`src/rtl/dma_stat_pkg.sv`:
```
package dma_stat_pkg;

  localparam int unsigned CSR_W = 32;

  // flag positions
  localparam int unsigned B_BUSERR  = 0;
  localparam int unsigned B_START   = 1;
  localparam int unsigned B_END     = 2;
  localparam int unsigned B_STOP    = 3;
  localparam int unsigned B_RAS     = 4;
  localparam int unsigned B_REQ     = 8;
  localparam int unsigned B_EOR     = 9;
  localparam int unsigned B_CMP     = 10;
  // control positions
  localparam int unsigned B_MRUN    = 22;
  localparam int unsigned B_RASEN   = 23;
  localparam int unsigned B_CMPCLR  = 24;
  localparam int unsigned B_CMPSET  = 25;
  localparam int unsigned B_EORSTP  = 26;
  localparam int unsigned B_EORJMP  = 27;
  localparam int unsigned B_EOREN   = 28;
  localparam int unsigned B_STOPEN  = 29;
  localparam int unsigned B_NOFETCH = 30;
  localparam int unsigned B_RUN     = 31;

  // control bits that take the written value
  localparam logic [CSR_W-1:0] CTRL_STORE_MASK = 32'hFC80_0000;
  localparam logic [CSR_W-1:0] CSR_RST_VAL     = 32'h0000_0008;

  typedef struct packed {
    logic buserr;
    logic start;
    logic done;
    logic stop;
    logic eor;
    logic ras;
  } chan_evt_t;

endpackage

```
`src/rtl/dma_csr_chan.sv`:
```
module dma_csr_chan
  import dma_stat_pkg::*;
(
  input  logic             clk,
  input  logic             rst_n,
  input  logic             wr_hit,
  input  logic [CSR_W-1:0] wr_data,
  input  chan_evt_t        evt,
  input  logic             req_active,
  output logic [CSR_W-1:0] csr_q,
  output logic             fetch_go
);

  logic [CSR_W-1:0] csr_nxt;
  logic             csr_en;
  logic             start_fetch;
  logic             any_evt;

  assign any_evt     = evt.buserr | evt.start | evt.done | evt.stop | evt.eor | evt.ras;
  assign start_fetch = wr_hit & wr_data[B_RUN] & ~wr_data[B_NOFETCH];
  assign csr_en      = wr_hit | any_evt | (csr_q[B_RAS] & ~req_active);

  always_comb begin
    csr_nxt = csr_q;
    if (wr_hit) begin
      // write-one-to-clear flags
      csr_nxt[B_BUSERR] = csr_q[B_BUSERR] & ~wr_data[B_BUSERR];
      csr_nxt[B_START]  = csr_q[B_START]  & ~wr_data[B_START];
      csr_nxt[B_END]    = csr_q[B_END]    & ~wr_data[B_END];
      csr_nxt[B_EOR]    = csr_q[B_EOR]    & ~wr_data[B_EOR];
      // stored control field
      csr_nxt = (csr_nxt & ~CTRL_STORE_MASK) | (wr_data & CTRL_STORE_MASK);
      // stop flag handling
      if (start_fetch) begin
        csr_nxt[B_STOP] = 1'b0;
      end
      if (!wr_data[B_RUN] && !wr_data[B_MRUN]) begin
        csr_nxt[B_STOP] = 1'b1;
      end
      // compare one-shot commands, set after clear
      if (wr_data[B_CMPCLR]) begin
        csr_nxt[B_CMP] = 1'b0;
      end
      if (wr_data[B_CMPSET]) begin
        csr_nxt[B_CMP] = 1'b1;
      end
    end
    // engine events win over the write
    csr_nxt[B_BUSERR] = csr_nxt[B_BUSERR] | evt.buserr;
    csr_nxt[B_START]  = csr_nxt[B_START]  | evt.start;
    csr_nxt[B_END]    = csr_nxt[B_END]    | evt.done;
    csr_nxt[B_STOP]   = csr_nxt[B_STOP]   | evt.stop;
    csr_nxt[B_EOR]    = csr_nxt[B_EOR]    | evt.eor;
    csr_nxt[B_RAS]    = evt.ras | (csr_q[B_RAS] & req_active);
  end

  always_ff @(posedge clk or negedge rst_n) begin
    if (!rst_n) begin
      csr_q <= CSR_RST_VAL;
    end else if (csr_en) begin
      csr_q <= csr_nxt;
    end
  end

  always_ff @(posedge clk or negedge rst_n) begin
    if (!rst_n) begin
      fetch_go <= 1'b0;
    end else begin
      fetch_go <= start_fetch;
    end
  end

endmodule

```
`src/rtl/dma_irq_contrib.sv`:
```
module dma_irq_contrib
  import dma_stat_pkg::*;
(
  input  logic [CSR_W-1:0] csr,
  output logic             contrib
);

  logic gated_stop;
  logic gated_eor;
  logic gated_ras;
  logic ungated;

  assign gated_stop = csr[B_STOP] & csr[B_STOPEN];
  assign gated_eor  = csr[B_EOR]  & csr[B_EOREN];
  assign gated_ras  = csr[B_RAS]  & csr[B_RASEN];
  assign ungated    = csr[B_START] | csr[B_END];
  assign contrib    = ungated | gated_stop | gated_eor | gated_ras;

endmodule

```
`src/rtl/dma_rd_mux.sv`:
```
module dma_rd_mux
  import dma_stat_pkg::*;
#(
  parameter int unsigned NUM_CH = 16,
  localparam int unsigned CHW   = $clog2(NUM_CH)
)(
  input  logic [NUM_CH-1:0][CSR_W-1:0] csr,
  input  logic [NUM_CH-1:0]            req_active,
  input  logic [CHW-1:0]               rd_ch,
  output logic [CSR_W-1:0]             rd_data
);

  logic [CSR_W-1:0] sel_word;
  logic             sel_req;

  assign sel_word = csr[rd_ch];
  assign sel_req  = req_active[rd_ch];

  always_comb begin
    rd_data        = sel_word;
    rd_data[B_REQ] = sel_req;
  end

endmodule

```
`src/rtl/dma_status_agg.sv`:
```
module dma_status_agg
  import dma_stat_pkg::*;
#(
  parameter int unsigned NUM_CH = 16,
  localparam int unsigned CHW   = $clog2(NUM_CH)
)(
  input  logic              clk,
  input  logic              rst_n,
  input  logic              wr_en,
  input  logic [CHW-1:0]    wr_ch,
  input  logic [31:0]       wr_data,
  input  logic [CHW-1:0]    rd_ch,
  output logic [31:0]       rd_data,
  input  logic [NUM_CH-1:0] ev_buserr,
  input  logic [NUM_CH-1:0] ev_start,
  input  logic [NUM_CH-1:0] ev_end,
  input  logic [NUM_CH-1:0] ev_stop,
  input  logic [NUM_CH-1:0] ev_eor,
  input  logic [NUM_CH-1:0] ev_ras,
  input  logic [NUM_CH-1:0] req_active,
  output logic [NUM_CH-1:0] run_o,
  output logic [NUM_CH-1:0] nofetch_o,
  output logic [NUM_CH-1:0] cmp_o,
  output logic [NUM_CH-1:0] fetch_go,
  output logic [NUM_CH-1:0] irq_sum,
  output logic              irq_o
);

  logic [NUM_CH-1:0][CSR_W-1:0] csr_all;
  logic [NUM_CH-1:0]            wr_hit;

  for (genvar c = 0; c < NUM_CH; c++) begin : g_ch
    chan_evt_t evt;

    assign wr_hit[c]  = wr_en && (wr_ch == CHW'(c));
    assign evt.buserr = ev_buserr[c];
    assign evt.start  = ev_start[c];
    assign evt.done   = ev_end[c];
    assign evt.stop   = ev_stop[c];
    assign evt.eor    = ev_eor[c];
    assign evt.ras    = ev_ras[c];

    dma_csr_chan u_csr (
      .clk        (clk),
      .rst_n      (rst_n),
      .wr_hit     (wr_hit[c]),
      .wr_data    (wr_data),
      .evt        (evt),
      .req_active (req_active[c]),
      .csr_q      (csr_all[c]),
      .fetch_go   (fetch_go[c])
    );

    dma_irq_contrib u_irq (
      .csr     (csr_all[c]),
      .contrib (irq_sum[c])
    );

    assign run_o[c]     = csr_all[c][B_RUN];
    assign nofetch_o[c] = csr_all[c][B_NOFETCH];
    assign cmp_o[c]     = csr_all[c][B_CMP];
  end

  dma_rd_mux #(.NUM_CH(NUM_CH)) u_rd (
    .csr        (csr_all),
    .req_active (req_active),
    .rd_ch      (rd_ch),
    .rd_data    (rd_data)
  );

  assign irq_o = |irq_sum;

endmodule

```
`config.mk`:
```
export PLATFORM = sky130hd
export DESIGN_NAME = dma_status_agg
export DESIGN_NICKNAME = d
export VERILOG_FILES = /design/src/rtl/dma_stat_pkg.sv /design/src/rtl/dma_csr_chan.sv /design/src/rtl/dma_irq_contrib.sv /design/src/rtl/dma_rd_mux.sv /design/src/rtl/dma_status_agg.sv
export SDC_FILE = /design/constraint.sdc
export NUM_CORES = 1
export LEC_CHECK = 0
export BUFFER_PORTS_ARGS = -buffer_cell sky130_fd_sc_hd__buf_2
export CORE_AREA = 2 2 158 160
export CTS_CLUSTER_DIAMETER = 120
export DETAILED_ROUTE_END_ITERATION = 12
export DIE_AREA = 0 0 160 162
export PLACE_DENSITY = 0.77
export SYNTH_ARGS = -nofsm -noshare
export SYNTH_HDL_FRONTEND = slang
export SYNTH_SLANG_ARGS = --single-unit
export TNS_END_PERCENT = 20
```
`constraint.sdc`:
```
create_clock -name clk -period 1.9 [get_ports clk]
set_clock_uncertainty 0.2 [all_clocks]
set_input_delay 0.285 -clock clk [delete_from_list [all_inputs] [get_ports clk]]
set_output_delay 0.285 -clock clk [all_outputs]
set_load 0.01 [all_outputs]
```
; ---- Word level (Yosys, flattened, before mapping)
; Cells that the tools add are included.
[word_totals]
ff_bits = 528
[classes]
bitwise = 485
magnitude_cmp = 1
n_eq_ne = 15
muxes = 84
reduce_logical = 37
[ops]
columns = cell, count
row1 = $or A26 B32 Y32, 16
row2 = $or A1 B1 Y1, 272
row3 = $and A1 B1 Y1, 176
row4 = $mux W10, 16
row5 = $bmux W32 S4, 1
row6 = $mux W1, 65
row7 = $eq A4 B4 Y1 const B, 8
row8 = $mux W32, 1
row9 = $reduce_and A2 Y1, 16
row10 = $not A1 Y1, 21
row11 = $logic_and A1 B1 Y1, 17
row12 = $eq A4 B3 Y1 const B, 4
row13 = $reduce_or A16 Y1, 1
row14 = $eq A4 B2 Y1 const B, 2
row15 = $lt A4 B5 Y1 const B, 1
row16 = $bmux W1 S4, 1
row17 = $eq A4 B1 Y1 const B, 1
row18 = $logic_not A4 Y1, 1
row19 = $logic_not A1 Y1, 2

; ---- Longest topological paths before layout
[depth]
ltp_word = 8
mapped_depth = 7
ltp_nobuf = 4

; ---- Cells and area by module
; From an unflattened synthesis, not the netlist that was laid out.
[hier_totals]
hier_cells = 1324
hier_area_um2 = 15656.3
[modules_own_cells]
columns = module, instances, cells_each, area_each_um2, seq_area_each_um2
row1 = dma_csr_chan, 16, 61, 711.9, 376.6
row2 = dma_rd_mux, 1, 272, 3736.1, 0.0
row3 = dma_irq_contrib, 16, 3, 23.8, 0.0
row4 = dma_status_agg, 1, 28, 148.9, 0.0

; ---- Least setup slack after synthesis
; No wires, ideal clock.
[synth_timing]
path_kind = in2out
startpoint = input port rd_ch[0]
endpoint = output port rd_data[8]
required_ns = 1.415
stages = 6
n_path_buf = 3
slack_ns = -0.222
arrival_time_ns = 1.637
cell_sequence = clkbuf_1 > buf_2 > mux4_2 > a22oi_1 > nand2_1 > buf_4
[synth_between]
elab_chain_cells = 2
[synth_lines]
columns = item, line_no
row1 = from (decl), dma_status_agg.sv:12  ; input logic [CHW-1:0] rd_ch,
row2 = $bmux W1 S4, dma_rd_mux.sv:17  ; assign sel_req = req_active[rd_ch];
row3 = $mux W1 (implied by the code), dma_rd_mux.sv:17
row4 = to (decl), dma_status_agg.sv:13  ; output logic [31:0] rd_data,
; Every way passes these cells. The select of a mux whose other input is x is not followed.

; ---- Worst setup path after layout
[layout_timing]
startpoint = register g_ch[1].u_csr.csr_q[1]
endpoint = output port rd_data[1]
[layout_between]
elab_chain_cells = 2
[layout_lines]
columns = item, line_no
row1 = from (decl), dma_csr_chan.sv:10  ; output logic [CSR_W-1:0] csr_q,
row2 = from (signal assigned), dma_csr_chan.sv:61  ; csr_q <= csr_nxt;
row3 = $bmux W32 S4, dma_rd_mux.sv:16  ; assign sel_word = csr[rd_ch];
row4 = $mux W32 (implied by the code), dma_rd_mux.sv:16
; Every way passes these cells. The select of a mux whose other input is x is not followed.

==> results.sh <==
export IMPL_rows=57
export IMPL_crit_required_ns=1.41
export IMPL_synth_area_leaders="dfrtp_1 (47%), mux4_2 (11%), mux2_2 (8.3%), buf_4 (7.0%), nand2_1 (5.6%)"
export IMPL_drive_gt1_share_pct=45.1
export IMPL_antenna_left=0
export IMPL_die_w_um=160
export IMPL_synth_top_family_by_area="multiplexers"
export IMPL_nNetsFinal=1517
export IMPL_clockRootBuffer="clkbuf_16"
export IMPL_grt_pass1_vias=10229
export IMPL_max_slew_worst_pin_slew_ns=1.21
export IMPL_die_area_sq_um=25900
export IMPL_cts_htree_levels=1
export IMPL_ys_ff_latch=240
export IMPL_hp_class="in -> reg"
export IMPL_grt_overflow_total=0
export IMPL_slowest_delay_ns=0.51
export IMPL_status="complete, but fails checks"
export IMPL_period_needed_ns=2.53
export IMPL_finalCritPeriodShare_pct=133
export IMPL_critPathMaxFanout=2
export IMPL_reg2reg_slack_ns=0.25
export IMPL_post_synth_top_area_fraction_pct=46.7
export IMPL_syn_area_sq_um=12000
export IMPL_avgSynthCellArea_sq_um=12.0
export IMPL_drv_slew=0
export IMPL_fmax_mhz=395
export IMPL_p_leak_nw=7.00
export IMPL_timing_slew_headroom_pct=19.0
export IMPL_vdd_drop_max_mv=0.565
export IMPL_synth_top_area_cell="dfrtp_1"
export IMPL_final_cells=1706
export IMPL_fillCellCount=1669
export IMPL_clock_latency_ns=0.53
export IMPL_cpLargestDelayFamily="multiplexers"
export IMPL_syn_inst=996
export IMPL_clkSinkCount=240
export IMPL_syn2layout_area_growth_pct=37.9
export IMPL_yosysWarnings=0
export IMPL_power_density_nw_per_um2=869
export IMPL_die_y_um=162
export IMPL_grtUsageTotal_pct=29.1
export IMPL_fin_ws_ns=-0.629
export IMPL_synth_flop_cell="dfrtp_1"
export IMPL_cts_tree="built"
export IMPL_power_switching_w=0.00400
export IMPL_cts_buffers_inserted=25
export IMPL_hold_viol_final=0
export IMPL_wl_um=39000
export IMPL_synthXorXnorAreaFrac_pct=0
export IMPL_synth_edf_count=0
export IMPL_crit_buf_inv=2
export IMPL_synth_most_common_cell="dfrtp_1"
export IMPL_rsz0062_at_grt="true"
export IMPL_cts_path_max_buffers=3
export IMPL_synth_mux_area_share_pct=19.8
export IMPL_drtIter0Drc=972
export IMPL_drc=0
export IMPL_p_int_w=0.0104
export IMPL_yosys_area_share_simple_pct=9.17
export IMPL_antenna_found_initial=1
export IMPL_yosysSeqAreaShare_pct=50.3
export IMPL_pwr_share_comb_pct=20.6
export IMPL_setup_violations_final=32
export IMPL_grt_pass1_wl_um=58400
export IMPL_routed_via_density=5.76
export IMPL_dp_hpwl_um=26600
export IMPL_violations="negative setup slack"
export IMPL_clkPwrFrac_pct=35.1
export IMPL_synth_commonest_cells="dfrtp_1 (224), nand2_1 (178), buf_4 (112)"
export IMPL_port_buffer_count=232
export IMPL_synth_fa_ha_area_share_pct=0
export IMPL_grt_max_degree=49
export IMPL_num_io_pins=268
export IMPL_critPathKind="reg -> out"
export IMPL_seqPwrFrac_pct=44.3
export IMPL_path_clk_slew_ns=0.06
export IMPL_synthArstFlopShare_pct=100
export IMPL_cp_arrival_ns=2.04
export IMPL_wl_per_cell_um=22.8
export IMPL_slowest_stage="mux4_2"
export IMPL_place_inst=1492
export IMPL_crit_path_end_kind="output port"
export IMPL_fin_tns_setup_ns=-10.85
export IMPL_place_congestion=0.911
export IMPL_power_share_switching_pct=27.8
export IMPL_num_vias=9820
export IMPL_cap_violations=0
export IMPL_path_cells="buf_4 > mux4_2 > a22oi_2 > nand2_1 > buf_2"
export IMPL_critPathLaunchType="flop"
export IMPL_synth_compound_area_share_pct=11.4
export IMPL_initial_core_util_pct=49.7
export IMPL_dr_pass1_iters=5
export IMPL_final_util_pct=68.6
export IMPL_core_area_sq_um=24100
export IMPL_yosysUniqueCellTypes=33
[cells in the final DEF, fill, tap and decap left out, types with 17 or more instances in the layout]
master         Yosys  final
a21o_1            80     80
mux2_2            88     88
buf_12             0     30
a22oi_2            0     36
buf_2             22    219
clkbuf_16          0     25
nand2_1          178    166
buf_6              0     19
dfrtp_1          224    220
mux4_2            60     60
buf_4            112     61
conb_1             1     17
dlygate4sd3_1      0    156
[power groups by stage]
stage	Combinational, W	Clock, W	Sequential [W]
floorplan	0.00186	0	0.00618
CTS	0.00277	0.00506	0.00631
finish	0.00296	0.00504	0.00636
global placement	0.00241	0	0.00635
global route	0.00315	0.00531	0.00643
detailed placement	0.00248	0	0.00638
[cell type report]
type                       instances  area, sq um  share of cell area [%]
timing repair buffer             488         3990                    24.1
multi-input combinational        593         5210                    31.5
antenna                            1         2.50                  0.0151
clock buffer                      37          741                    4.48
tap                              324          405                    2.45
sequential                       240         6030                    36.5
clock inverter                     9          103                   0.621
inverter                          14         52.6                   0.318
[registers in the layout, indices dropped and copies added (netlist names)]
signal               flops
g_ch.u_csr.csr_q       224
g_ch.u_csr.fetch_go     16
[routing by layer]
| metal | vias to the layer above | GRT usage [%] | wire (um) |
|---|---|---|---|
| li1 | 4173 | - | - |
| met3 | 124 | 6.54 | 3800 |
| met5 | - | 0 | 0 |
| met2 | 637 | 46.0 | 18300 |
| met4 | 0 | 11.1 | 1440 |
| met1 | 4886 | 39.6 | 15500 |
[worst paths after layout]
path                       cells past startpoint                             endpoint                           startpoint
hold / removal                                 3   g_ch[2].u_csr.csr_q[9]$_DFFE_PN0P_                           wr_data[9]
setup reg to reg                               4   g_ch[1].u_csr.csr_q[9]$_DFFE_PN0P_   g_ch[1].u_csr.csr_q[9]$_DFFE_PN0P_
hold reg to reg                                2  g_ch[4].u_csr.csr_q[27]$_DFFE_PN0P_  g_ch[4].u_csr.csr_q[27]$_DFFE_PN0P_
min in group asynchronous                      2   g_ch[1].u_csr.csr_q[1]$_DFFE_PN0P_                                rst_n
setup / recovery                               5                           rd_data[1]   g_ch[1].u_csr.csr_q[1]$_DFFE_PN0P_
max in group asynchronous                      3   g_ch[9].u_csr.csr_q[3]$_DFFE_PN1P_                                rst_n
[worst min-delay path, stage by stage]
cell,delay (ns)
buf_2,0.22
nand2_1,0.10
a21o_1,0.10
[per-stage QoR]
stage | power (W) | worst slack, ns | cell area, sq um | hold WS (ns)
2_1_floorplan | 0.00804 | -0.0156 | 12100 | -0.211
3_3_place_gp | 0.00877 | -0.306 | 13600 | 0.0330
3_5_place_dp | 0.00886 | -0.329 | 13600 | 0.0354
4_1_cts | 0.0141 | -0.536 | 16200 | 0.000965
5_1_grt | 0.0149 | -0.653 | 16500 | 0.00830
6_report | 0.0144 | -0.629 | 16500 | 0.00746
[timing repair]
| action | CTS | global route |
|---|---|---|
| gates resized for setup | 32 | 62 |
| gates cloned | 0 | 0 |
| pin swaps | 29 | 28 |
| setup endpoints to repair | 32 | 33 |
| hold buffers | 156 | 0 |
| hold endpoints to repair | 343 | 0 |
| setup buffers | 9 | 2 |
[kinds of logic after synthesis]
kind of cell,count (synthesis)
other cells,1
compound gates,190
buf+inv,179
mux,151
flops,240
simple gates,235
Note: power is estimated with default switching activity, not from simulation.
